## src/rtl/cascade_vector_pkg.sv

```systemverilog
package cascade_vector_pkg;
  localparam int NUM_PINS  = 8;
  localparam int PIN_W     = $clog2(NUM_PINS);
  localparam int BASE_W    = 8 - PIN_W;
  localparam int CASC_PIN  = 2;
  localparam int SPUR_PIN  = NUM_PINS - 1;

  typedef struct packed {
    logic             valid;
    logic [PIN_W-1:0] pin;
  } win_t;

  // fixed priority, pin 0 highest; an in-service bit stops the scan
  function automatic win_t pick_win(logic [NUM_PINS-1:0] req,
                                    logic [NUM_PINS-1:0] mask,
                                    logic [NUM_PINS-1:0] blk);
    win_t w;
    logic done;
    w    = '0;
    done = 1'b0;
    for (int i = 0; i < NUM_PINS; i++) begin
      if (!done) begin
        if (blk[i]) done = 1'b1;
        else if (req[i] && !mask[i]) begin
          w.valid = 1'b1;
          w.pin   = PIN_W'(i);
          done    = 1'b1;
        end
      end
    end
    return w;
  endfunction
endpackage

```

## src/rtl/pic_unit.sv

```systemverilog
module pic_unit
  import cascade_vector_pkg::*;
(
  input  logic                clk_i,
  input  logic                rst_ni,
  input  logic [NUM_PINS-1:0] line_i,
  input  logic [NUM_PINS-1:0] set_i,
  input  logic [NUM_PINS-1:0] mask_i,
  input  logic [NUM_PINS-1:0] bypass_i,
  input  logic                aeoi_i,
  input  logic                accept_i,
  input  logic [PIN_W-1:0]    accept_pin_i,
  input  logic                eoi_i,
  input  logic [PIN_W-1:0]    eoi_pin_i,
  output logic [NUM_PINS-1:0] req_o,
  output logic [NUM_PINS-1:0] isr_o,
  output logic                raised_o,
  output win_t                win_o,
  output logic                fire_o
);
  logic [NUM_PINS-1:0] line_q, req_q, isr_q;
  logic                raised_q;
  logic [NUM_PINS-1:0] acc_vec, eoi_vec, rise;

  assign rise    = line_i & ~line_q;
  assign acc_vec = accept_i ? (NUM_PINS'(1) << accept_pin_i) : '0;
  assign eoi_vec = eoi_i ? (NUM_PINS'(1) << eoi_pin_i) : '0;
  assign win_o   = pick_win(req_q, mask_i, isr_q & ~bypass_i);
  assign fire_o  = !raised_q && win_o.valid;

  always_ff @(posedge clk_i or negedge rst_ni) begin
    if (!rst_ni) begin
      line_q   <= '0;
      req_q    <= '0;
      isr_q    <= '0;
      raised_q <= 1'b0;
    end else begin
      line_q <= line_i;
      req_q  <= (req_q & ~acc_vec) | rise | set_i;
      isr_q  <= (isr_q & ~eoi_vec) | (aeoi_i ? '0 : acc_vec);
      if (fire_o)        raised_q <= 1'b1;
      else if (accept_i) raised_q <= 1'b0;
    end
  end

  assign req_o    = req_q;
  assign isr_o    = isr_q;
  assign raised_o = raised_q;
endmodule

```

## src/rtl/vec_route.sv

```systemverilog
module vec_route
  import cascade_vector_pkg::*;
(
  input  win_t              win_m_i,
  input  win_t              win_s_i,
  input  logic [BASE_W-1:0] base_m_i,
  input  logic [BASE_W-1:0] base_s_i,
  input  logic              ack_i,
  input  logic [7:0]        ack_vec_i,
  output logic [7:0]        vec_o,
  output logic              acc_m_o,
  output logic [PIN_W-1:0]  acc_m_pin_o,
  output logic              acc_s_o,
  output logic [PIN_W-1:0]  acc_s_pin_o
);
  logic             via_s, hit_s;
  logic [PIN_W-1:0] pin_m, pin_s;

  assign via_s = win_m_i.valid && (win_m_i.pin == PIN_W'(CASC_PIN));
  assign pin_m = win_m_i.valid ? win_m_i.pin : PIN_W'(SPUR_PIN);
  assign pin_s = win_s_i.valid ? win_s_i.pin : PIN_W'(SPUR_PIN);
  assign vec_o = via_s ? {base_s_i, pin_s} : {base_m_i, pin_m};

  assign hit_s       = ack_i && (ack_vec_i[7:PIN_W] == base_s_i);
  assign acc_s_o     = hit_s;
  assign acc_s_pin_o = ack_vec_i[PIN_W-1:0];
  assign acc_m_o     = ack_i;
  assign acc_m_pin_o = hit_s ? PIN_W'(CASC_PIN) : ack_vec_i[PIN_W-1:0];
endmodule

```

## src/rtl/cascade_vector_top.sv

```systemverilog
module cascade_vector_top
  import cascade_vector_pkg::*;
(
  input  logic        clk_i,
  input  logic        rst_ni,
  input  logic [7:0]  irq_m_i,
  input  logic [7:0]  irq_s_i,
  input  logic [7:0]  mask_m_i,
  input  logic [7:0]  mask_s_i,
  input  logic [4:0]  base_m_i,
  input  logic [4:0]  base_s_i,
  input  logic        sfnm_i,
  input  logic        aeoi_i,
  input  logic        ack_i,
  input  logic [7:0]  ack_vec_i,
  input  logic        eoi_i,
  input  logic        eoi_slave_i,
  input  logic [2:0]  eoi_pin_i,
  output logic        intr_o,
  output logic [7:0]  vec_o,
  output logic [7:0]  req_m_o,
  output logic [7:0]  isr_m_o,
  output logic        raised_m_o,
  output logic [7:0]  req_s_o,
  output logic [7:0]  isr_s_o,
  output logic        raised_s_o
);
  localparam logic [NUM_PINS-1:0] CASC_BIT = NUM_PINS'(1) << CASC_PIN;

  win_t             win_m, win_s;
  logic             fire_m, fire_s, intr_q;
  logic             acc_m, acc_s;
  logic [PIN_W-1:0] acc_m_pin, acc_s_pin;

  pic_unit u_sec (
    .clk_i, .rst_ni,
    .line_i       (irq_s_i),
    .set_i        ('0),
    .mask_i       (mask_s_i),
    .bypass_i     ('0),
    .aeoi_i,
    .accept_i     (acc_s),
    .accept_pin_i (acc_s_pin),
    .eoi_i        (eoi_i && eoi_slave_i),
    .eoi_pin_i,
    .req_o        (req_s_o),
    .isr_o        (isr_s_o),
    .raised_o     (raised_s_o),
    .win_o        (win_s),
    .fire_o       (fire_s)
  );

  // secondary report drops straight into the cascade pending bit
  pic_unit u_pri (
    .clk_i, .rst_ni,
    .line_i       (irq_m_i & ~CASC_BIT),
    .set_i        (fire_s ? CASC_BIT : '0),
    .mask_i       (mask_m_i),
    .bypass_i     (sfnm_i ? CASC_BIT : '0),
    .aeoi_i,
    .accept_i     (acc_m),
    .accept_pin_i (acc_m_pin),
    .eoi_i        (eoi_i && !eoi_slave_i),
    .eoi_pin_i,
    .req_o        (req_m_o),
    .isr_o        (isr_m_o),
    .raised_o     (raised_m_o),
    .win_o        (win_m),
    .fire_o       (fire_m)
  );

  vec_route u_route (
    .win_m_i     (win_m),
    .win_s_i     (win_s),
    .base_m_i,
    .base_s_i,
    .ack_i,
    .ack_vec_i,
    .vec_o,
    .acc_m_o     (acc_m),
    .acc_m_pin_o (acc_m_pin),
    .acc_s_o     (acc_s),
    .acc_s_pin_o (acc_s_pin)
  );

  always_ff @(posedge clk_i or negedge rst_ni) begin
    if (!rst_ni) intr_q <= 1'b0;
    else         intr_q <= fire_m;
  end

  assign intr_o = intr_q;
endmodule

```

## config.mk

```make
export PLATFORM = sky130hd
export DESIGN_NAME = cascade_vector_top
export DESIGN_NICKNAME = d
export VERILOG_FILES = /design/src/rtl/cascade_vector_pkg.sv /design/src/rtl/pic_unit.sv /design/src/rtl/vec_route.sv /design/src/rtl/cascade_vector_top.sv
export SDC_FILE = /design/constraint.sdc
export NUM_CORES = 1
export LEC_CHECK = 0
export ABC_AREA = 0
export BUFFER_PORTS_ARGS = -buffer_cell sky130_fd_sc_hd__buf_2
export CORE_MARGIN = 4
export CORE_UTILIZATION = 45
export DETAILED_ROUTE_END_ITERATION = 8
export PLACE_DENSITY = 0.82
export SETUP_SLACK_MARGIN = 0.2
export SYNTH_ARGS = -nofsm -noshare
export SYNTH_HDL_FRONTEND = slang
export SYNTH_SLANG_ARGS = --single-unit
```

## constraint.sdc

```tcl
create_clock -name clk_i -period 2.6 [get_ports clk_i]
set_input_delay 0.52 -clock clk_i [delete_from_list [all_inputs] [get_ports clk_i]]
set_output_delay 0.52 -clock clk_i [all_outputs]
set_load 0.02 [all_outputs]
```

=== Word level (Yosys, flattened, before mapping) ===
Cells that the tools add are included.
W data, S select, Z words.

* Bits in registers: 50
* Input bits: 60
* Word-level logic and storage cells: 178

* Eq/ne operators: 2
* Shifts and indexed selects: 3
* Mux-type cells: 102
* Bitwise logic cells: 19
* Reduce and logical (&&, ||, !) cells: 43

{| class="wikitable"
|+ Operators by type and width
! kind !! count
|-
| $mux W4 || 46
|-
| $and A8 B8 Y8 || 7
|-
| $mux W8 || 7
|-
| $not A8 Y8 || 6
|-
| $mux W1 || 44
|-
| $or A8 B8 Y8 || 4
|-
| $shl A1 B3 Y8 const A || 3
|-
| $logic_and A1 B1 Y1 || 22
|-
| $logic_not A1 Y1 || 19
|-
| $mux W3 || 5
|-
| $not A3 Y8 || 1
|-
| $or A8 B3 Y8 || 1
|-
| $eq A5 B5 Y1 || 1
|-
| $reduce_bool A2 Y1 || 2
|-
| $eq A3 B2 Y1 const B || 1
|}

=== Logic depth before layout (Yosys ltp) ===
* Word-level depth: 28
* Depth in mapped cells: 6

=== Hierarchy ===
Synthesis repeated with hierarchy kept, for this count alone.

* Cells, all modules: 291
* Area, all modules: 2755.1 um2

{| class="wikitable"
|+ Modules (own cells, without submodules)
! module !! instances !! cells an instance !! area each (um2) !! seq. area each (um2)
|-
| pic_unit || 2 || 128 || 1226.2 || 625.6
|-
| vec_route || 1 || 31 || 257.7 || 0.0
|-
| cascade_vector_top || 1 || 4 || 45.0 || 25.0
|}

=== Least setup slack after synthesis ===
No wires, ideal clock.

* Path kind: input-to-output
* Start point: input port mask_m_i[0]
* End point: output port vec_o[0]
* Arrival time: 1812 ps
* Data required time: 2080 ps
* Setup slack: 268 ps
* Stages on the path: 6
* Buffers on the path: 1
* Cells stage by stage: nand2b_1 > o2111a_1 > and2_1 > clkbuf_1 > o21ai_0 > o211ai_1

* Longest elaborated chain between the ends: 27

{| class="wikitable"
|+ RTL lines
! what !! line !! RTL
|-
| from (decl) || cascade_vector_top.sv:8 || <nowiki>input logic [7:0] mask_m_i,</nowiki>
|-
| $logic_not A1 Y1 (*) || cascade_vector_pkg.sv:24 || <nowiki>else if (req[i] && !mask[i]) begin</nowiki>
|-
| $logic_and A1 B1 Y1 (*) || cascade_vector_pkg.sv:24 ||
|-
| $mux W4 || cascade_vector_pkg.sv:24 ||
|-
| $mux W4 || cascade_vector_pkg.sv:23 || <nowiki>if (blk[i]) done = 1'b1;</nowiki>
|-
| $mux W4 || cascade_vector_pkg.sv:24 ||
|-
| $mux W4 || cascade_vector_pkg.sv:23 ||
|-
| $mux W4 || cascade_vector_pkg.sv:22 || <nowiki>if (!done) begin</nowiki>
|-
| $mux W4 || cascade_vector_pkg.sv:24 ||
|-
| [... 11 more ...] || n/a ||
|-
| $mux W4 || cascade_vector_pkg.sv:24 ||
|-
| $mux W4 || cascade_vector_pkg.sv:23 ||
|-
| $mux W4 || cascade_vector_pkg.sv:22 ||
|-
| $mux W4 || cascade_vector_pkg.sv:24 ||
|-
| $mux W4 || cascade_vector_pkg.sv:23 ||
|-
| $mux W4 (*) || cascade_vector_pkg.sv:22 ||
|-
| $mux W3 / $logic_and A1 B1 Y1 (equally long branches) || vec_route.sv:20, vec_route.sv:19 ||
|-
| $mux W8 (*) || vec_route.sv:22 || <nowiki>assign vec_o = via_s ? {base_s_i, pin_s} : {base_m_i, pin_m};</nowiki>
|-
| to (decl) || cascade_vector_top.sv:20 || <nowiki>output logic [7:0] vec_o,</nowiki>
|}

Every way passes the cells marked *; elsewhere a longest branch is shown, timed or not.

=== Worst setup path after layout ===
* Start point: register u_pri.req_q[2] (netlist: u_pri.req_o[2])
* End point: output port vec_o[2]

* Longest elaborated chain between the ends: 22

{| class="wikitable"
|+ RTL lines
! what !! line !! RTL
|-
| from (decl) || pic_unit.sv:21 || <nowiki>logic [NUM_PINS-1:0] line_q, req_q, isr_q;</nowiki>
|-
| from (signal assigned) || pic_unit.sv:39 || <nowiki>req_q <= (req_q & ~acc_vec) | rise | set_i;</nowiki>
|-
| $logic_and A1 B1 Y1 (*) || cascade_vector_pkg.sv:24 ||
|-
| $mux W4 || cascade_vector_pkg.sv:24 ||
|-
| $mux W4 || cascade_vector_pkg.sv:23 ||
|-
| $mux W4 || cascade_vector_pkg.sv:22 ||
|-
| $mux W4 || cascade_vector_pkg.sv:24 ||
|-
| $mux W4 || cascade_vector_pkg.sv:23 ||
|-
| $mux W4 || cascade_vector_pkg.sv:22 ||
|-
| $mux W4 || cascade_vector_pkg.sv:24 ||
|-
| [... 6 more ...] || n/a ||
|-
| $mux W4 || cascade_vector_pkg.sv:23 ||
|-
| $mux W4 || cascade_vector_pkg.sv:22 ||
|-
| $mux W4 || cascade_vector_pkg.sv:24 ||
|-
| $mux W4 || cascade_vector_pkg.sv:23 ||
|-
| $mux W4 (*) || cascade_vector_pkg.sv:22 ||
|-
| $eq A3 B2 Y1 || vec_route.sv:19 || <nowiki>assign via_s = win_m_i.valid && (win_m_i.pin == PIN_W'(CASC_PIN));</nowiki>
|-
| $logic_and A1 B1 Y1 || vec_route.sv:19 ||
|-
| $mux W8 (*) || vec_route.sv:22 ||
|}

Marks and branches as above.

==> impl_metrics.env <==
export IMPL_cts_max_level=2
export IMPL_die_y_um=80.49
export IMPL_antennaDiodeCount=0
export IMPL_synth_flop_cell="dfrtp_1"
export IMPL_grt_max_degree=51
export IMPL_slew_viol_final=0
export IMPL_fin_tns_setup_ns=0
export IMPL_synthArstFlopShare_pct=100.0
export IMPL_drv_cap=0
export IMPL_place_area_um2=2972
export IMPL_clockBufferDepth=2
export IMPL_grt_usage_pct=23.20
export IMPL_insertion_delay_ns=0.30
export IMPL_fin_worst_skew_ns=0.008110
export IMPL_ys_seq_elements=50
export IMPL_combPwrFrac_pct=30.6
export IMPL_dr_total_vias=2415
export IMPL_swShare_pct=32.89
export IMPL_slew_headroom_pct=57.39
export IMPL_hp_class="in2async"
export IMPL_worstPathArrival_ns=1.90
export IMPL_gp_congestion=0.9436
export IMPL_syn_nets=301
export IMPL_clock_sinks=50
export IMPL_die_w_um=80.49
export IMPL_syn_avg_cell_area_um2=9.812
export IMPL_grt_ovfl_total=0
export IMPL_seq_power_share_pct=46.0
export IMPL_syn_area_um2=2365
export IMPL_rows=26
export IMPL_path_class="reg2out"
export IMPL_drtIter0Drc=178
export IMPL_die_area_um2=6479
export IMPL_mostFrequentLayoutCells="buf_2, o21ai_0, dfrtp_1"
export IMPL_wirelength_um=7430
export IMPL_tightest_slew_ns=0.6392
export IMPL_period_share_pct=92.97
export IMPL_syn_to_final_growth_pct=42.01
export IMPL_initial_core_util_pct=46.30
export IMPL_path_cells="nor2b_4, nor4b_4, and2_4, a31oi_1, o2bb2ai_1, buf_4"
export IMPL_grt_pass1_wl_um=11360
export IMPL_status="finished, final reports clean"
export IMPL_crit_fanout=4
export IMPL_required_ns=2.08
export IMPL_slowest_stage="dfrtp_1"
export IMPL_min_period_ns=2.417
export IMPL_worstRegToRegCells=6
export IMPL_switchingPower_uw=653.3
export IMPL_synth_edf_count=0
export IMPL_reg2reg_slack_ns=0.95
export IMPL_core_area_um2=5107
export IMPL_drc=0
export IMPL_clock_fmax_mhz=413.7
export IMPL_cts_root_buf="clkbuf_8"
export IMPL_nets=431
export IMPL_ant_nets=0
export IMPL_rsz0062_at_grt="yes"
export IMPL_path_clk_slew_ns=0.09
export IMPL_cts_buffers=5
export IMPL_grt_pass1_vias=2376
export IMPL_ioPinCount=103
export IMPL_synth_cell_types=44
export IMPL_vdd_drop_max_uv=424.0
export IMPL_end_kind="output port"
export IMPL_drive_above_1_share_pct=43.82
export IMPL_synth_warnings=0
export IMPL_routedWlPerCell_um=16.81
export IMPL_startpoint_type="register"
export IMPL_drt_pass1_iter_count=5
export IMPL_hpwl_um=5262
export IMPL_cts_tree="yes"
export IMPL_power_frac_clock_pct=23.3
export IMPL_finalInstanceArea_um2=3358
export IMPL_antenna_found_initial=0
export IMPL_p_int_mw=1.333
export IMPL_ys_seq_area_share_pct=52.91
export IMPL_viasPerCell=5.464
export IMPL_io_buffers=101
export IMPL_timing_final_setup_violations=0
export IMPL_cpPeakStageDelay_ns=0.43
export IMPL_layout_commonest_cell="buf_2"
export IMPL_hold_viol_final=0
export IMPL_power_density_nw_per_um2=591.6
export IMPL_p_leak_nw=1.583
export IMPL_synthCells=241
## sequential cells by signal, indices dropped and copies added, names as in the netlist
signal / flops
u_sec.isr_o: 8
u_pri.raised_o: 1
u_pri.line_q: 7
u_sec.raised_o: 1
intr_o: 1
u_pri.req_o: 8
u_sec.line_q: 8
u_pri.isr_o: 8
u_sec.req_o: 8
## per-stage QoR
step                      instances  power [mW]  worst slack [ns]  hold slack [ns]  utilization (%)
after detailed placement        413       1.407            0.1171           0.4115            58.18
final                           442       1.987            0.1827           0.3213            65.75
after global routing            442       2.085            0.1075           0.3168            65.75
after CTS                       435       1.946            0.2098           0.3244            63.94
after global placement          413       1.392            0.1358           0.3968            58.18
after floorplan                 241       1.186            0.2676           0.2244                -
## power groups by stage
stage / Sequential, mW / Clock (mW) / Combinational, mW
after floorplan: 0.991 / 0 / 0.195
after global placement: 0.923 / 0 / 0.469
after detailed placement: 0.926 / 0 / 0.482
after CTS: 0.910 / 0.474 / 0.562
after global routing: 0.925 / 0.505 / 0.655
final: 0.915 / 0.463 / 0.609
## per-layer routing
layer / global-route usage (%) / routed length, um / up-vias / part of all wire (%)
met5: 0 / 0 / - / 0
met4: 6.250 / 132 / 0 / 1.8
met3: 6.166 / 703 / 14 / 9.5
met2: 39.16 / 3594 / 128 / 48
met1: 29.34 / 3000 / 1149 / 40
li1: - / - / 1124 / -
## cells in the mapped netlist, types with 2 or more instances
library cell	instances	area share, %
a21oi_1	5	1.1
a31oi_1	4	1.1
and2_1	2	0.53
dfrtp_1	50	53
inv_1	20	3.2
mux2_2	6	2.9
nand2_1	8	1.3
nand2b_1	14	3.7
nand3_1	3	0.63
nand3b_1	3	0.95
nor2_1	8	1.3
nor2b_1	6	1.6
nor3_1	4	0.85
nor4b_1	2	0.74
nor4bb_1	2	0.85
o211ai_1	3	0.95
o21ai_0	57	12
o21ai_1	8	1.7
o22ai_1	2	0.53
o311ai_0	2	0.74
or2_2	5	1.3
or3b_2	2	0.74
xor2_1	4	1.5
## critical path: cells and delay by family, from the launching register on
kind	cells	cell delay [ns]
AO/OA/AOI/OAI	2	0.27
buffers and inverters	1	0.17
flip-flops	1	0.43
AND/OR/NAND/NOR	3	0.72
## kinds of logic after synthesis
| logic type | share of synthesized area [%] |
|---|---|
| buffers and inverters | 3.545 |
| multiplexers | 2.857 |
| AO/OA/AOI/OAI | 22.12 |
| AND/OR/NAND/NOR | 16.72 |
| flip-flops | 52.91 |
| XOR/XNOR | 1.852 |
## worst paths after layout
kind                                            from                         end
hold reg to reg            u_pri.line_q[4]$_DFF_PN0_    u_pri.req_o[4]$_DFF_PN0_
setup reg to reg            u_pri.isr_o[2]$_DFF_PN0_  u_pri.raised_o$_DFFE_PN0P_
min in group clk_i                        irq_m_i[5]   u_pri.line_q[5]$_DFF_PN0_
max in group asynchronous                     rst_ni    u_sec.isr_o[0]$_DFF_PN0_
hold / removal                                rst_ni    u_pri.req_o[4]$_DFF_PN0_
setup / recovery            u_pri.req_o[2]$_DFF_PN0_                    vec_o[2]
## cell type report
cell class	instances	area, um2
clock buffer	7	86.33
clock inverter	1	5.005
fill	421	1749
inverter	20	75.07
multi-input combinational	169	1139
sequential	50	1252
tap	70	87.58
timing repair buffer	125	713.2
## repair_timing
item                       4_1_cts  5_1_grt
setup endpoints to repair        8        8
pin swaps                        7        9
gates resized for setup         22       11
cloned                           0        0
buffers inserted                14        7
hold buffers                     0        0
Power figures use the tool's default switching activity.
